--- config.mk ---
export PLATFORM = sky130hd
export DESIGN_NAME = mesi_line_ctrl
export DESIGN_NICKNAME = d
export VERILOG_FILES = /design/src/rtl/mesi_pkg.sv /design/src/rtl/mesi_tag_store.sv /design/src/rtl/mesi_lowest_pick.sv /design/src/rtl/mesi_snoop_resp.sv /design/src/rtl/mesi_proc_side.sv /design/src/rtl/mesi_line_ctrl.sv
export SDC_FILE = /design/constraint.sdc
export NUM_CORES = 1
export LEC_CHECK = 0
export BUFFER_PORTS_ARGS = -buffer_cell sky130_fd_sc_hd__buf_2
export CAP_MARGIN = 20
export CORE_MARGIN = 5
export CORE_UTILIZATION = 63
export CTS_CLUSTER_SIZE = 28
export DETAILED_ROUTE_END_ITERATION = 10
export GPL_ROUTABILITY_DRIVEN = 0
export PLACE_DENSITY = 0.86
export RECOVER_POWER = 25
export SLEW_MARGIN = 20
export SYNTH_ARGS = -nofsm -noshare
export SYNTH_HDL_FRONTEND = slang
export SYNTH_SLANG_ARGS = --single-unit
--- constraint.sdc ---
create_clock -name clk -period 9.5 [get_ports clk]
set_input_delay 1.9 -clock clk [delete_from_list [all_inputs] [get_ports clk]]
set_output_delay 1.9 -clock clk [all_outputs]
set_load 0.05 [all_outputs]
--- src/rtl/mesi_pkg.sv ---
package mesi_pkg;

    typedef enum logic [1:0] {
        ST_I = 2'd0,
        ST_S = 2'd1,
        ST_E = 2'd2,
        ST_M = 2'd3
    } line_st_e;

    typedef enum logic [1:0] {
        CMD_NONE = 2'd0,
        CMD_RD   = 2'd1,
        CMD_RDX  = 2'd2,
        CMD_UPG  = 2'd3
    } bus_cmd_e;

    typedef enum logic [1:0] {
        SRC_OWN  = 2'd0,
        SRC_MEM  = 2'd1,
        SRC_PEER = 2'd2
    } data_src_e;

endpackage

--- src/rtl/mesi_tag_store.sv ---
module mesi_tag_store #(
    parameter int IDX_W = 3,
    parameter int TAG_W = 4
) (
    input  logic             clk,
    input  logic             rst_n,
    input  logic [IDX_W-1:0] rd_a_idx,
    output logic [TAG_W-1:0] rd_a_tag,
    output logic [1:0]       rd_a_st,
    input  logic [IDX_W-1:0] rd_b_idx,
    output logic [TAG_W-1:0] rd_b_tag,
    output logic [1:0]       rd_b_st,
    input  logic             pw_en,
    input  logic [IDX_W-1:0] pw_idx,
    input  logic [TAG_W-1:0] pw_tag,
    input  logic [1:0]       pw_st,
    input  logic             sw_en,
    input  logic [IDX_W-1:0] sw_idx,
    input  logic [1:0]       sw_st
);
    localparam int DEPTH = 1 << IDX_W;

    typedef struct packed {
        logic [DEPTH-1:0][TAG_W-1:0] tag;
        logic [DEPTH-1:0][1:0]       st;
    } store_t;

    store_t s_d, s_q;

    always_comb begin
        s_d = s_q;
        if (pw_en) begin
            s_d.tag[pw_idx] = pw_tag;
            s_d.st[pw_idx]  = pw_st;
        end
        if (sw_en) begin
            s_d.st[sw_idx] = sw_st;
        end
    end

    always_ff @(posedge clk or negedge rst_n) begin
        if (!rst_n) s_q <= '0;
        else        s_q <= s_d;
    end

    assign rd_a_tag = s_q.tag[rd_a_idx];
    assign rd_a_st  = s_q.st[rd_a_idx];
    assign rd_b_tag = s_q.tag[rd_b_idx];
    assign rd_b_st  = s_q.st[rd_b_idx];

    // the two write ports never target one index in the same cycle
    assert_port_clash_R12: assert property (@(posedge clk) disable iff (!rst_n)
        !(pw_en && sw_en && (pw_idx == sw_idx)));

endmodule

--- src/rtl/mesi_lowest_pick.sv ---
module mesi_lowest_pick #(
    parameter int N = 4
) (
    input  logic [N-1:0] req,
    output logic [N-1:0] pick
);
    logic [N:0] seen;
    assign seen[0] = 1'b0;

    for (genvar i = 0; i < N; i++) begin : g_pick
        assign pick[i]   = req[i] & ~seen[i];
        assign seen[i+1] = seen[i] | req[i];
    end

endmodule

--- src/rtl/mesi_snoop_resp.sv ---
module mesi_snoop_resp
    import mesi_pkg::*;
#(
    parameter int    TAG_W  = 4,
    parameter int    NCACHE = 4,
    parameter int    MY_ID  = 1,
    parameter bit    C2C_EN = 1'b1
) (
    input  logic              snp_valid,
    input  logic [1:0]        snp_cmd,
    input  logic [TAG_W-1:0]  snp_tag,
    input  logic [NCACHE-1:0] holders,
    input  logic [TAG_W-1:0]  line_tag,
    input  logic [1:0]        line_st,
    output logic              we,
    output logic [1:0]        new_st,
    output logic              shared_drv,
    output logic              flush,
    output logic              flush_c2c
);
    logic [NCACHE-1:0] pick;
    line_st_e          st;
    bus_cmd_e          cmd;
    logic              present;
    logic              clean;
    logic              data_cmd;

    mesi_lowest_pick #(.N(NCACHE)) u_pick (
        .req  (holders),
        .pick (pick)
    );

    always_comb begin
        st       = line_st_e'(line_st);
        cmd      = bus_cmd_e'(snp_cmd);
        present  = snp_valid && (snp_tag == line_tag) && (st != ST_I);
        clean    = (st == ST_S) || (st == ST_E);
        data_cmd = (cmd == CMD_RD) || (cmd == CMD_RDX);

        we         = present && (cmd != CMD_NONE);
        new_st     = (cmd == CMD_RD) ? ST_S : ST_I;
        shared_drv = present && (cmd == CMD_RD);
        flush      = present && (st == ST_M) && data_cmd;
        flush_c2c  = C2C_EN && present && clean && data_cmd && pick[MY_ID];
    end

endmodule

--- src/rtl/mesi_proc_side.sv ---
module mesi_proc_side
    import mesi_pkg::*;
#(
    parameter int TAG_W       = 4,
    parameter bit USE_UPGRADE = 1'b1,
    parameter bit C2C_EN      = 1'b1
) (
    input  logic             pr_valid,
    input  logic             pr_write,
    input  logic [TAG_W-1:0] pr_tag,
    input  logic [TAG_W-1:0] line_tag,
    input  logic [1:0]       line_st,
    input  logic             bus_gnt,
    input  logic             bus_shared,
    input  logic             conflict,
    output logic             bus_req,
    output logic [1:0]       bus_cmd,
    output logic             pr_ready,
    output logic             pr_hit,
    output logic [1:0]       pr_state,
    output logic [1:0]       pr_src,
    output logic             we,
    output logic [1:0]       new_st
);
    line_st_e st;
    logic     valid;
    logic     needs_bus;

    always_comb begin
        st        = (pr_tag == line_tag) ? line_st_e'(line_st) : ST_I;
        valid     = (st != ST_I);
        needs_bus = !valid || (pr_write && (st == ST_S));

        if (!pr_valid || !needs_bus) bus_cmd = CMD_NONE;
        else if (!valid)             bus_cmd = pr_write ? CMD_RDX : CMD_RD;
        else                         bus_cmd = USE_UPGRADE ? CMD_UPG : CMD_RDX;

        bus_req  = pr_valid && needs_bus;
        pr_ready = pr_valid && !conflict && (!needs_bus || bus_gnt);
        pr_hit   = valid;
        pr_state = st;

        if (valid)                                   pr_src = SRC_OWN;
        else if (!pr_write && bus_shared && C2C_EN)  pr_src = SRC_PEER;
        else                                         pr_src = SRC_MEM;

        we = pr_ready;
        if (pr_write)   new_st = ST_M;
        else if (valid) new_st = st;
        else            new_st = bus_shared ? ST_S : ST_E;
    end

endmodule

--- src/rtl/mesi_line_ctrl.sv ---
module mesi_line_ctrl
    import mesi_pkg::*;
#(
    parameter int IDX_W       = 3,
    parameter int TAG_W       = 4,
    parameter int NCACHE      = 4,
    parameter int MY_ID       = 1,
    parameter bit USE_UPGRADE = 1'b1,
    parameter bit C2C_EN      = 1'b1,
    localparam int ADDR_W     = TAG_W + IDX_W
) (
    input  logic              clk,
    input  logic              rst_n,
    input  logic              pr_valid,
    input  logic              pr_write,
    input  logic [ADDR_W-1:0] pr_addr,
    output logic              pr_ready,
    output logic              pr_hit,
    output logic [1:0]        pr_state,
    output logic [1:0]        pr_src,
    output logic              bus_req,
    output logic [1:0]        bus_cmd,
    output logic [ADDR_W-1:0] bus_addr,
    input  logic              bus_gnt,
    input  logic              bus_shared,
    input  logic              snp_valid,
    input  logic [1:0]        snp_cmd,
    input  logic [ADDR_W-1:0] snp_addr,
    input  logic [NCACHE-1:0] snp_holders,
    output logic              snp_shared_drv,
    output logic              snp_flush,
    output logic              snp_flush_c2c
);
    logic [IDX_W-1:0] pr_idx, snp_idx;
    logic [TAG_W-1:0] pr_tag, snp_tag;
    logic [TAG_W-1:0] a_tag, b_tag;
    logic [1:0]       a_st, b_st;
    logic             p_we, s_we, conflict;
    logic [1:0]       p_st, s_st;

    assign pr_idx   = pr_addr[IDX_W-1:0];
    assign pr_tag   = pr_addr[ADDR_W-1:IDX_W];
    assign snp_idx  = snp_addr[IDX_W-1:0];
    assign snp_tag  = snp_addr[ADDR_W-1:IDX_W];
    assign bus_addr = pr_addr;
    assign conflict = s_we && (snp_idx == pr_idx);

    mesi_tag_store #(.IDX_W(IDX_W), .TAG_W(TAG_W)) u_store (
        .clk      (clk),
        .rst_n    (rst_n),
        .rd_a_idx (pr_idx),
        .rd_a_tag (a_tag),
        .rd_a_st  (a_st),
        .rd_b_idx (snp_idx),
        .rd_b_tag (b_tag),
        .rd_b_st  (b_st),
        .pw_en    (p_we),
        .pw_idx   (pr_idx),
        .pw_tag   (pr_tag),
        .pw_st    (p_st),
        .sw_en    (s_we),
        .sw_idx   (snp_idx),
        .sw_st    (s_st)
    );

    mesi_proc_side #(.TAG_W(TAG_W), .USE_UPGRADE(USE_UPGRADE), .C2C_EN(C2C_EN)) u_proc (
        .pr_valid   (pr_valid),
        .pr_write   (pr_write),
        .pr_tag     (pr_tag),
        .line_tag   (a_tag),
        .line_st    (a_st),
        .bus_gnt    (bus_gnt),
        .bus_shared (bus_shared),
        .conflict   (conflict),
        .bus_req    (bus_req),
        .bus_cmd    (bus_cmd),
        .pr_ready   (pr_ready),
        .pr_hit     (pr_hit),
        .pr_state   (pr_state),
        .pr_src     (pr_src),
        .we         (p_we),
        .new_st     (p_st)
    );

    mesi_snoop_resp #(.TAG_W(TAG_W), .NCACHE(NCACHE), .MY_ID(MY_ID), .C2C_EN(C2C_EN)) u_snoop (
        .snp_valid  (snp_valid),
        .snp_cmd    (snp_cmd),
        .snp_tag    (snp_tag),
        .holders    (snp_holders),
        .line_tag   (b_tag),
        .line_st    (b_st),
        .we         (s_we),
        .new_st     (s_st),
        .shared_drv (snp_shared_drv),
        .flush      (snp_flush),
        .flush_c2c  (snp_flush_c2c)
    );

    // an ungranted request stays raised while the access is held
    assert_req_hold_R5: assert property (@(posedge clk) disable iff (!rst_n)
        (bus_req && !bus_gnt) |=> (bus_req || !pr_valid || !$stable(pr_addr) || !$stable(pr_write)));

    // a completion without grant never comes with a bus request
    assert_hit_silent_R3: assert property (@(posedge clk) disable iff (!rst_n)
        (pr_ready && !bus_gnt) |-> !bus_req);

    // dirty flush and clean supply never both drive
    assert_flush_excl_R8: assert property (@(posedge clk) disable iff (!rst_n)
        !(snp_flush && snp_flush_c2c));

    // a flush on a snooped read comes from a holder that also drives shared
    assert_flush_shared_R9: assert property (@(posedge clk) disable iff (!rst_n)
        (snp_flush && (snp_cmd == CMD_RD)) |-> snp_shared_drv);

    // an upgrade is only requested for a shared line
    assert_upg_from_s_R4: assert property (@(posedge clk) disable iff (!rst_n)
        (bus_req && (bus_cmd == CMD_UPG)) |-> (pr_state == ST_S));

endmodule

==> Word level (Yosys, flattened, before mapping) <==
Index checks and enable logic that the tools add are counted.
{ "totals": {"inputBits": 27, "output_inout_bits": 19, "elab_cells": 90, "reg_bits": 48} }
{ "op_classes": {"magnitude_cmp": 4, "bitwise": 2, "n_mux": 29, "eq_ne": 9, "n_reduce_logical": 30} }
{ "ops": {"columns": ["op", "n"], "rows": [
  ["$bwmux W16", 2],
  ["$bwmux W32", 1],
  ["$mux W16", 2],
  ["$mux W2", 13],
  ["$bmux W4 S3", 2],
  ["$logic_and A1 B1 Y1", 17],
  ["$bmux W2 S3", 2],
  ["$demux W2 S3", 2],
  ["$demux W4 S3", 1],
  ["$mux W4", 3],
  ["$eq A4 B4 Y1", 2],
  ["$lt A3 B4 Y1 const B", 2],
  ["$eq A2 B1 Y1 const B", 3],
  ["$eq A2 B2 Y1 const B", 3],
  ["$ge A3 B1 Y1 const B", 2],
  ["$reduce_bool A2 Y1", 3],
  ["$logic_not A1 Y1", 5],
  ["$logic_or A1 B1 Y1", 5],
  ["$eq A3 B3 Y1", 1],
  ["$and A1 B1 Y1", 1],
  ["$mux W1", 1],
  ["$not A1 Y1", 1]
]} }

==> Logic depth before layout (Yosys ltp) <==
Gate-level depths: netlist of the first run.
{ "depth": {"ltp_word": 13, "mapped_depth": 14, "ltp_nobuf": 11} }

==> By module <==
From an unflattened synthesis of the first run, not the netlist that was laid out.
{ "hier_totals": {"hier_cells": 260, "hier_area_um2": 3337.0} }
{ "modules_own_cells": {"columns": ["module", "n_inst", "cells_each", "area_per_inst_um2"], "rows": [
  ["mesi_tag_store", 1, 197, 2881.5],
  ["mesi_proc_side", 1, 25, 175.2],
  ["mesi_snoop_resp", 1, 23, 156.4],
  ["mesi_line_ctrl", 1, 11, 87.6],
  ["mesi_lowest_pick", 1, 4, 36.3]
]} }

==> Worst setup path after synthesis of the first run <==
Ideal clock, no wire load.
{ "synth_path": {"path_type": "in2out", "from": "in pr_addr[0]", "to": "out bus_cmd[0]", "cell_stages": 9, "n_path_buf": 1, "t_required_ns": 7.600, "slack_ns": 1.578, "t_arrival_ns": 6.022, "path_cell_list": "buf_6 > mux4_2 > mux2i_1 > xor2_1 > nand2_1 > nor4_1 > nand2b_1 > nor2_1 > nor2_1"} }
{ "synth_via": {"elab_chain_cells": 10, "elab_cells_between_ends": 15, "cone_classes": "eq/ne (2); mux (7); reduce/logical (6)"} }
{ "synth_lines": {"columns": ["item", "line_no", "rtl"], "rows": [
  ["from (decl)", "mesi_line_ctrl.sv:16", "input logic [ADDR_W-1:0] pr_addr,"],
  ["$bmux W4 S3", "mesi_tag_store.sv:46", "assign rd_a_tag = s_q.tag[rd_a_idx];"],
  ["$mux W4 (implied by the code)", "mesi_tag_store.sv:46", null],
  ["$eq A4 B4 Y1", "mesi_proc_side.sv:30", "st = (pr_tag == line_tag) ? line_st_e'(line_st) : ST_I;"],
  ["$mux W2 (*)", "mesi_proc_side.sv:30", null],
  ["named net pr_state[0]", "mesi_line_ctrl.sv:19", "output logic [1:0] pr_state,"],
  ["$reduce_bool A2 Y1 (*)", "mesi_proc_side.sv:31", "valid = (st != ST_I);"],
  ["named net pr_hit", "mesi_line_ctrl.sv:18", "output logic pr_hit,"],
  ["$logic_not A1 Y1", "mesi_proc_side.sv:32", "needs_bus = !valid || (pr_write && (st == ST_S));"],
  ["$logic_or A1 B1 Y1", "mesi_proc_side.sv:32", null],
  ["$logic_not A1 Y1", "mesi_proc_side.sv:34", "if (!pr_valid || !needs_bus) bus_cmd = CMD_NONE;"],
  ["$logic_or A1 B1 Y1", "mesi_proc_side.sv:34", null],
  ["$mux W2 (*)", "mesi_proc_side.sv:34", null],
  ["to (decl)", "mesi_line_ctrl.sv:22", "output logic [1:0] bus_cmd,"]
]} }
The timed path passes the listed nets; every way through them passes the cells marked *. The select of a mux whose other input is x is not followed.

==> Worst setup path in the final report of the first run <==
{ "layout_path": {"from": "in pr_addr[0]", "to": "out bus_cmd[1]"} }
{ "layout_via": {"elab_chain_cells": 10, "elab_cells_between_ends": 15, "cone_classes": "eq/ne (2); mux (7); reduce/logical (6)"} }
{ "layout_lines": {"columns": ["item", "line_no"], "rows": [
  ["$bmux W4 S3", "mesi_tag_store.sv:46"],
  ["$mux W4 (implied by the code)", "mesi_tag_store.sv:46"],
  ["$eq A4 B4 Y1", "mesi_proc_side.sv:30"],
  ["$mux W2 (*)", "mesi_proc_side.sv:30"],
  ["$eq A2 B1 Y1 / $reduce_bool A2 Y1 (equally long branches)", "mesi_proc_side.sv:32, mesi_proc_side.sv:31"],
  ["$logic_and A1 B1 Y1 / $logic_not A1 Y1 (equally long branches)", "mesi_proc_side.sv:32"],
  ["$logic_or A1 B1 Y1", "mesi_proc_side.sv:32"],
  ["$logic_not A1 Y1", "mesi_proc_side.sv:34"],
  ["$logic_or A1 B1 Y1", "mesi_proc_side.sv:34"],
  ["$mux W2 (*)", "mesi_proc_side.sv:34"]
]} }
Every way passes the cells marked *; elsewhere a longest branch is shown, timed or not. The select of a mux whose other input is x is not followed.

==> results.yml, run 1 <==
worst_setup_path:
  cp-start-kind: "input pin"
  crit_type: "in2out"
  crit_family: "simple AND/OR/NAND/NOR gates"
  crit_start: "pr_addr[0]"
  crit_path_end_kind: "primary output"
  r2r_setup_slack_ns: 6.01
  crit_slowest_cell: "nor4_1"
  worstReg2RegStart: "u_store.s_q[22]"
  cp_slowest_stage_delay_ns: 0.71
  path_cells: "buf_2, mux4_2, mux2i_1, xor2_1, nand2_1, nor4_1, nor2_1, nor2_1, buf_2"
  critPathMaxFanout: 27
  crit_arrival_ns: 4.94
  critical_path_required_ns: 7.60
  rr_worst_depth: 8
  r2r-end: "u_store.s_q[0]"
  critPathBufInv: 2
sta:
  slew_viol_final: 49
  rsz0062_at_grt: "false"
  fin_crit_ns: 6.84
  tightest_slew_ns: 2.58
  setup_viol: 0
  finClkSkew_ns: 0.00516
  slew_headroom_pct: -72.0
  timing.final.crit_share_pct: 72.0
  worst_hold_slack_ns: 0.539
  fmax_ghz: 0.146
  finalHoldViolations: 0
  fin_tns_setup_ns: 0
cells_and_area:
  final_common_cell: "dfrtp_1"
  largest_reg_flops: 48
  reg_top3: "u_store.s_q x48"
  n_antenna_cell: 0
  layoutNonFillerInstCount: 401
  largest-register: "u_store.s_q"
  final_area_sq_mm: 0.00361
  final_cell_mix: "dfrtp_1, mux2_2, buf_2"
  nets: 363
  area_delta_synth_final_pct: 7.12
  fin_util_pct: 70.3
  drive_gt1_share_pct: 35.3
die:
  top_level_ports: 46
  fp-row-count: 26
  start_util_pct: 65.7
  core_area_sq_mm: 0.00514
  die_x_um: 83.2
  die-height_um: 83.2
  die_area_sq_mm: 0.00692
global_routing:
  overflow: 0
  grt_pass1_vias: 2722
  grt_max_degree: 49
  grt_antenna_before_repair: 0
  grt_pass1_wl_um: 14000
  grt_use_total_pct: 25.3
clock_network:
  root_buffer: "clkbuf_8"
  ctsHtreeMaxLevel: 2
  holdBufCountCts: 0
  cts.repair.resized: 0
  worstSkewPairLatency_ns: 0.30
  path_clk_slew_ns: 0.08
  cts_num_sinks: 48
  cts_tree: "built"
  clock_path_buffers: 2
  post_cts.repair.setup_buffers: 0
  cts_made_buffers: 5
placement:
  portBuffers: 43
  dp_hpwl_um: 5910
  dp.cells: 395
  placed_cell_area_sq_mm: 0.00352
logic_synthesis:
  yosysSeqAreaShare_pct: 35.6
  synth_ff_type: "dfrtp_1"
  synth_nets: 339
  yosysUniqueCellTypes: 45
  synthCells: 308
  synth_top_area_share_pct: 35.6
  synth-edff-count: 0
  ys_warn_count: 0
  synth_area_leaders: "dfrtp_1, mux2_2, mux2i_1"
  netlist_area_sq_mm: 0.00337
  ys_ff_latch: 48
  synth_area_per_cell_sq_um: 11.0
  async_flop_share_pct: 100
  yosysTopAreaCell: "dfrtp_1"
detailed_routing:
  vias: 2605
  dr.pass1.iters: 4
  routedWlPerCell_um: 20.9
  ant_nets: 0
  drtIter0Drc: 256
  route.detailed.drc: 0
  routed_wirelength_um: 8390
  avgViaCountPerCell: 6.50
job:
  maxCapViolations: 1
hold_path:
  hold_start: "u_store.s_q[20]"
  holdPathStages: 1
  holdPathEnd: "u_store.s_q[20]"
  min_path_type: "reg2reg"
power:
  vdd_ir_drop_max_mv: 0.114
  power_leakage_uw: 0.00164
  p_per_area_mw_per_mm2: 189
run_status:
  status: "finished, violations left"
  violations: "max-capacitance violations, max-slew violations"
-- power by group --
part	leakage (uW)	internal [uW]	switching [uW]
logic	0.00102	117	120
registers	0.000572	259	46.0
clock network	0.0000501	75.6	66.4
-- worst reg2reg max path, cell delays in order (launching register included) --
cell	delay, ns
dfrtp_1	0.39
mux2i_1	0.11
mux4_2	0.49
xor2_1	0.21
o21ai_0	0.28
nor4_2	0.75
or4_1	0.55
mux2_4	0.34
mux2_2	0.25
-- cell families (layout without fill, tap and decap cells) --
family | after synthesis | count (layout) | synth area share [%]
flip-flops | 48 | 48 | 35.6
AO/OA/AOI/OAI | 26 | 26 | 5.93
adder cells (fa/ha/maj) | 4 | 4 | 1.48
XOR/XNOR | 12 | 12 | 3.11
AND/OR/NAND/NOR | 81 | 81 | 13.2
buffers and inverters | 41 | 64 | 6.64
multiplexers | 96 | 96 | 34.0
-- final cells by class --
class                      count  area (sq um)
clock buffer                   5          68.8
fill                         389          1530
inverter                      13          48.8
clock inverter                 1          30.0
tap                           70          87.6
multi-input combinational    219          1950
timing repair buffer          45           229
sequential                    48          1200
-- per-layer routing --
metal / vias up / track usage [%] / part of all wire (%)
li1: 1155 / - / -
met1: 1293 / 33.5 / 41
met2: 130 / 40.2 / 47
met3: 27 / 4.46 / 8.5
met4: 0 / 11.9 / 3.2
met5: - / 0 / 0
-- synthesized netlist by cell type (6+ instances only) --
| cell | number |
|---|---|
| mux4_2 | 9 |
| a21oi_1 | 6 |
| nor3_1 | 6 |
| mux2i_1 | 39 |
| inv_1 | 13 |
| nor2_1 | 25 |
| dfrtp_1 | 48 |
| mux2_2 | 44 |
| xor2_1 | 7 |
| nand2_1 | 13 |
| buf_2 | 11 |
| buf_4 | 9 |
| nand2b_1 | 6 |
-- through the flow --
stage                     total power, uW  setup slack [ns]
final                                 684              2.66
after global routing                  721              2.47
after CTS                             683              2.72
after detailed placement              542              2.74
after global placement                530              2.82
after floorplan                       485              1.58
-- how the worst max path moves through the flow --
stage | end | slack (ns) | cells past startpoint
floorplan | bus_cmd[0] | 1.58 | 9
global placement | bus_cmd[0] | 2.82 | 10
detailed placement | bus_cmd[0] | 2.74 | 10
CTS | bus_cmd[0] | 2.72 | 10
global route | bus_cmd[0] | 2.47 | 10
finish | bus_cmd[1] | 2.66 | 9
No activity file was read; power rests on OpenSTA's default activity.
==> run 2, diff against run 1 <==
--- a/config.mk
+++ b/config.mk
@@ -5,14 +5,15 @@
 export SDC_FILE = /design/constraint.sdc
 export NUM_CORES = 1
 export LEC_CHECK = 0
+export ABC_AREA = 1
 export BUFFER_PORTS_ARGS = -buffer_cell sky130_fd_sc_hd__buf_2
 export CAP_MARGIN = 20
 export CORE_MARGIN = 5
-export CORE_UTILIZATION = 63
+export CORE_UTILIZATION = 53
 export CTS_CLUSTER_SIZE = 28
 export DETAILED_ROUTE_END_ITERATION = 10
 export GPL_ROUTABILITY_DRIVEN = 0
-export PLACE_DENSITY = 0.86
+export PLACE_DENSITY = 0.77
 export RECOVER_POWER = 25
 export SLEW_MARGIN = 20
 export SYNTH_ARGS = -nofsm -noshare
==> constraint.sdc (replaced) <==
create_clock -name clk -period 5.75 [get_ports clk]
set_input_delay 1.15 -clock clk [delete_from_list [all_inputs] [get_ports clk]]
set_output_delay 1.15 -clock clk [all_outputs]
set_load 0.05 [all_outputs]
==> run 2 against run 1 <==
  * The flow still finishes with violations (max-capacitance violations, max-slew violations)
  * Register-to-register slack worse by 2.8 ns
  * Clock-buffer cell count unchanged
  * Sequential power up 56%
  * Area after synthesis up 10%
  * Synthesized cell count up 86%
  * Hold slack better by 0.0051 ns
  * Total power up 63%
  * Critical path depth up 9
  * Non-clock buffer count down 1
  * Die area up 27%
  * Via count up 40%
  * Flip-flop and latch count unchanged
  * Largest cell class unchanged
==> results.yml, run 2 <==
clock_network:
  cts_num_sinks: 48
  ctsHtreeMaxLevel: 2
  clock_path_buffers: 2
  cts.repair.resized: 0
  worstSkewPairLatency_ns: 0.31
  cts_tree: "built"
  post_cts.repair.setup_buffers: 0
  holdBufCountCts: 0
  root_buffer: "clkbuf_8"
  path_clk_slew_ns: 0.09
  cts_made_buffers: 5
sta:
  fin_tns_setup_ns: 0
  timing.final.crit_share_pct: 85.6
  worst_hold_slack_ns: 0.544
  finalHoldViolations: 0
  slew_viol_final: 49
  setup_viol: 0
  tightest_slew_ns: 2.64
  setup_ws_ns: 0.830
  fmax_ghz: 0.203
  slew_headroom_pct: -75.9
  rsz0062_at_grt: "false"
  finClkSkew_ns: 0.00793
  fin_crit_ns: 4.92
detailed_routing:
  vias: 3648
  avgViaCountPerCell: 5.23
  routed_wirelength_um: 9540
  ant_nets: 0
  route.detailed.drc: 0
  routedWlPerCell_um: 13.7
  dr.pass1.iters: 5
  drtIter0Drc: 397
power:
  p_per_area_mw_per_mm2: 282
  seqPwrFrac_pct: 42.6
  p_sw_uw: 463
  p_int_uw: 650
  pwr-share-comb_pct: 39.4
  power_leakage_uw: 0.00217
  clkPwrFrac_pct: 18.0
  swShare_pct: 41.6
  vdd_ir_drop_max_mv: 0.141
  finalPower_uw: 1110
die:
  die-height_um: 93.7
  start_util_pct: 54.7
  die_area_sq_mm: 0.00878
  core_area_sq_mm: 0.00679
  fp-row-count: 30
  die_x_um: 93.7
  top_level_ports: 46
cells_and_area:
  largest_reg_flops: 48
  nets: 632
  final_area_sq_mm: 0.00395
  area_delta_synth_final_pct: 6.33
  drive_gt1_share_pct: 16.3
  final_common_cell: "nand2_1"
  largest-register: "u_store.s_q"
  n_antenna_cell: 0
  reg_top3: "u_store.s_q x48"
  final_cell_mix: "nand2_1, inv_1, nor2_1"
logic_synthesis:
  synth_area_per_cell_sq_um: 6.47
  async_flop_share_pct: 100
  ys_warn_count: 0
  synthCells: 574
  synth.most_common_cell: "nand2_1"
  synth.mux.area_fraction_pct: 0
  yosysTopAreaCell: "dfrtp_1"
  synth_top_family_by_area: "simple AND/OR/NAND/NOR gates"
  synth_area_leaders: "dfrtp_1, nand2_1, inv_1"
  synth_top_cells_by_count: "nand2_1, inv_1, nor2_1"
  synth_nets: 605
  synthAdderAreaFrac_pct: 1.35
  yosysSeqAreaShare_pct: 32.3
  synth-xor-area-share_pct: 0
  netlist_area_sq_mm: 0.00371
  yosysUniqueCellTypes: 32
  synth_ff_type: "dfrtp_1"
  synth_top_area_share_pct: 32.3
  ys_ff_latch: 48
  synth_compound_area_share_pct: 9.91
  synth-edff-count: 0
  synthSimpleGateAreaFrac_pct: 40.7
run_status:
  violations: "max-capacitance violations, max-slew violations"
  status: "finished, violations left"
worst_setup_path:
  critPathMaxFanout: 23
  crit_path_end_kind: "primary output"
  rr_worst_depth: 17
  cp-start-kind: "input pin"
  crit_arrival_ns: 3.77
  critical_path_required_ns: 4.60
  crit_type: "in2out"
hold_path:
  min_path_type: "reg2reg"
  holdPathStages: 2
global_routing:
  grt_pass1_wl_um: 16100
  grt_antenna_before_repair: 0
  grt_use_total_pct: 22.7
  overflow: 0
  grt_max_degree: 49
  grt_pass1_vias: 3342
placement:
  portBuffers: 43
  placed_cell_area_sq_mm: 0.00387
  post-place-ws_ns: 0.847
  dp_hpwl_um: 7170
job:
  maxCapViolations: 1
-- run 2: power by group through the flow --
stage / logic (uW) / registers [uW] / clock network [uW]
floorplan: 346 / 468 / 0
global placement: 423 / 476 / 0
detailed placement: 434 / 480 / 0
CTS: 436 / 473 / 206
global route: 497 / 485 / 214
finish: 438 / 475 / 201
-- run 2: worst paths after layout --
path / start / to / slack (ns)
setup / recovery: snp_addr[0] / pr_ready / 0.83
hold / removal: u_store.s_q[25] / u_store.s_q[25] / 0.54
setup reg to reg: u_store.s_q[2] / u_store.s_q[40] / 3.18
hold reg to reg: u_store.s_q[25] / u_store.s_q[25] / 0.54
max in group asynchronous: rst_n / u_store.s_q[14] / 2.59
min in group asynchronous: rst_n / u_store.s_q[44] / 1.67
-- run 2: cell families (layout without fill, tap and decap cells) --
| kind of cell | Yosys count | count (layout) |
|---|---|---|
| buffers and inverters | 127 | 154 |
| DFF | 48 | 48 |
| AOI/OAI and AO/OA | 62 | 62 |
| adders and majority gates | 4 | 4 |
| and+or+nand+nor | 333 | 333 |
-- run 2: metal layers --
metal	GRT usage, %	vias to the layer above	part of all wire (%)
met5	0	-	0
met4	4.69	0	0.82
met3	4.09	9	7.5
met2	36.3	152	46
met1	32.1	1670	46
li1	-	1817	-
-- run 2: final cells by class --
| class | instances | area [sq um] |
|---|---|---|
| Clock buffer | 5 | 68.8 |
| Multi-Input combinational cell | 399 | 1930 |
| Tap cell | 96 | 120 |
| Inverter | 103 | 394 |
| Timing Repair Buffer | 44 | 221 |
| Fill cell | 669 | 2850 |
| Clock inverter | 2 | 12.5 |
| Sequential cell | 48 | 1200 |
-- run 2: critical path: stages --
cell and delay [ns]:
buf_2 0.37, inv_2 0.28, nor2_1 0.16, inv_1 0.08
o22ai_1 0.18, a221oi_1 0.07, nand4_1 0.14, inv_1 0.06
ha_1 0.17, nor2_1 0.11, nand3_1 0.08, nor2_1 0.25
nand3_4 0.18, nor2_4 0.13, nor2_4 0.04, nand2_1 0.05
inv_1 0.04, buf_2 0.20
-- run 2: per-stage QoR --
step | cells | util (%)
5_1_grt | 697 | 58.1
6_report | 697 | 58.1
3_3_place_gp | 690 | 56.9
3_5_place_dp | 690 | 56.9
2_1_floorplan | 574 | -
4_1_cts | 697 | 58.1
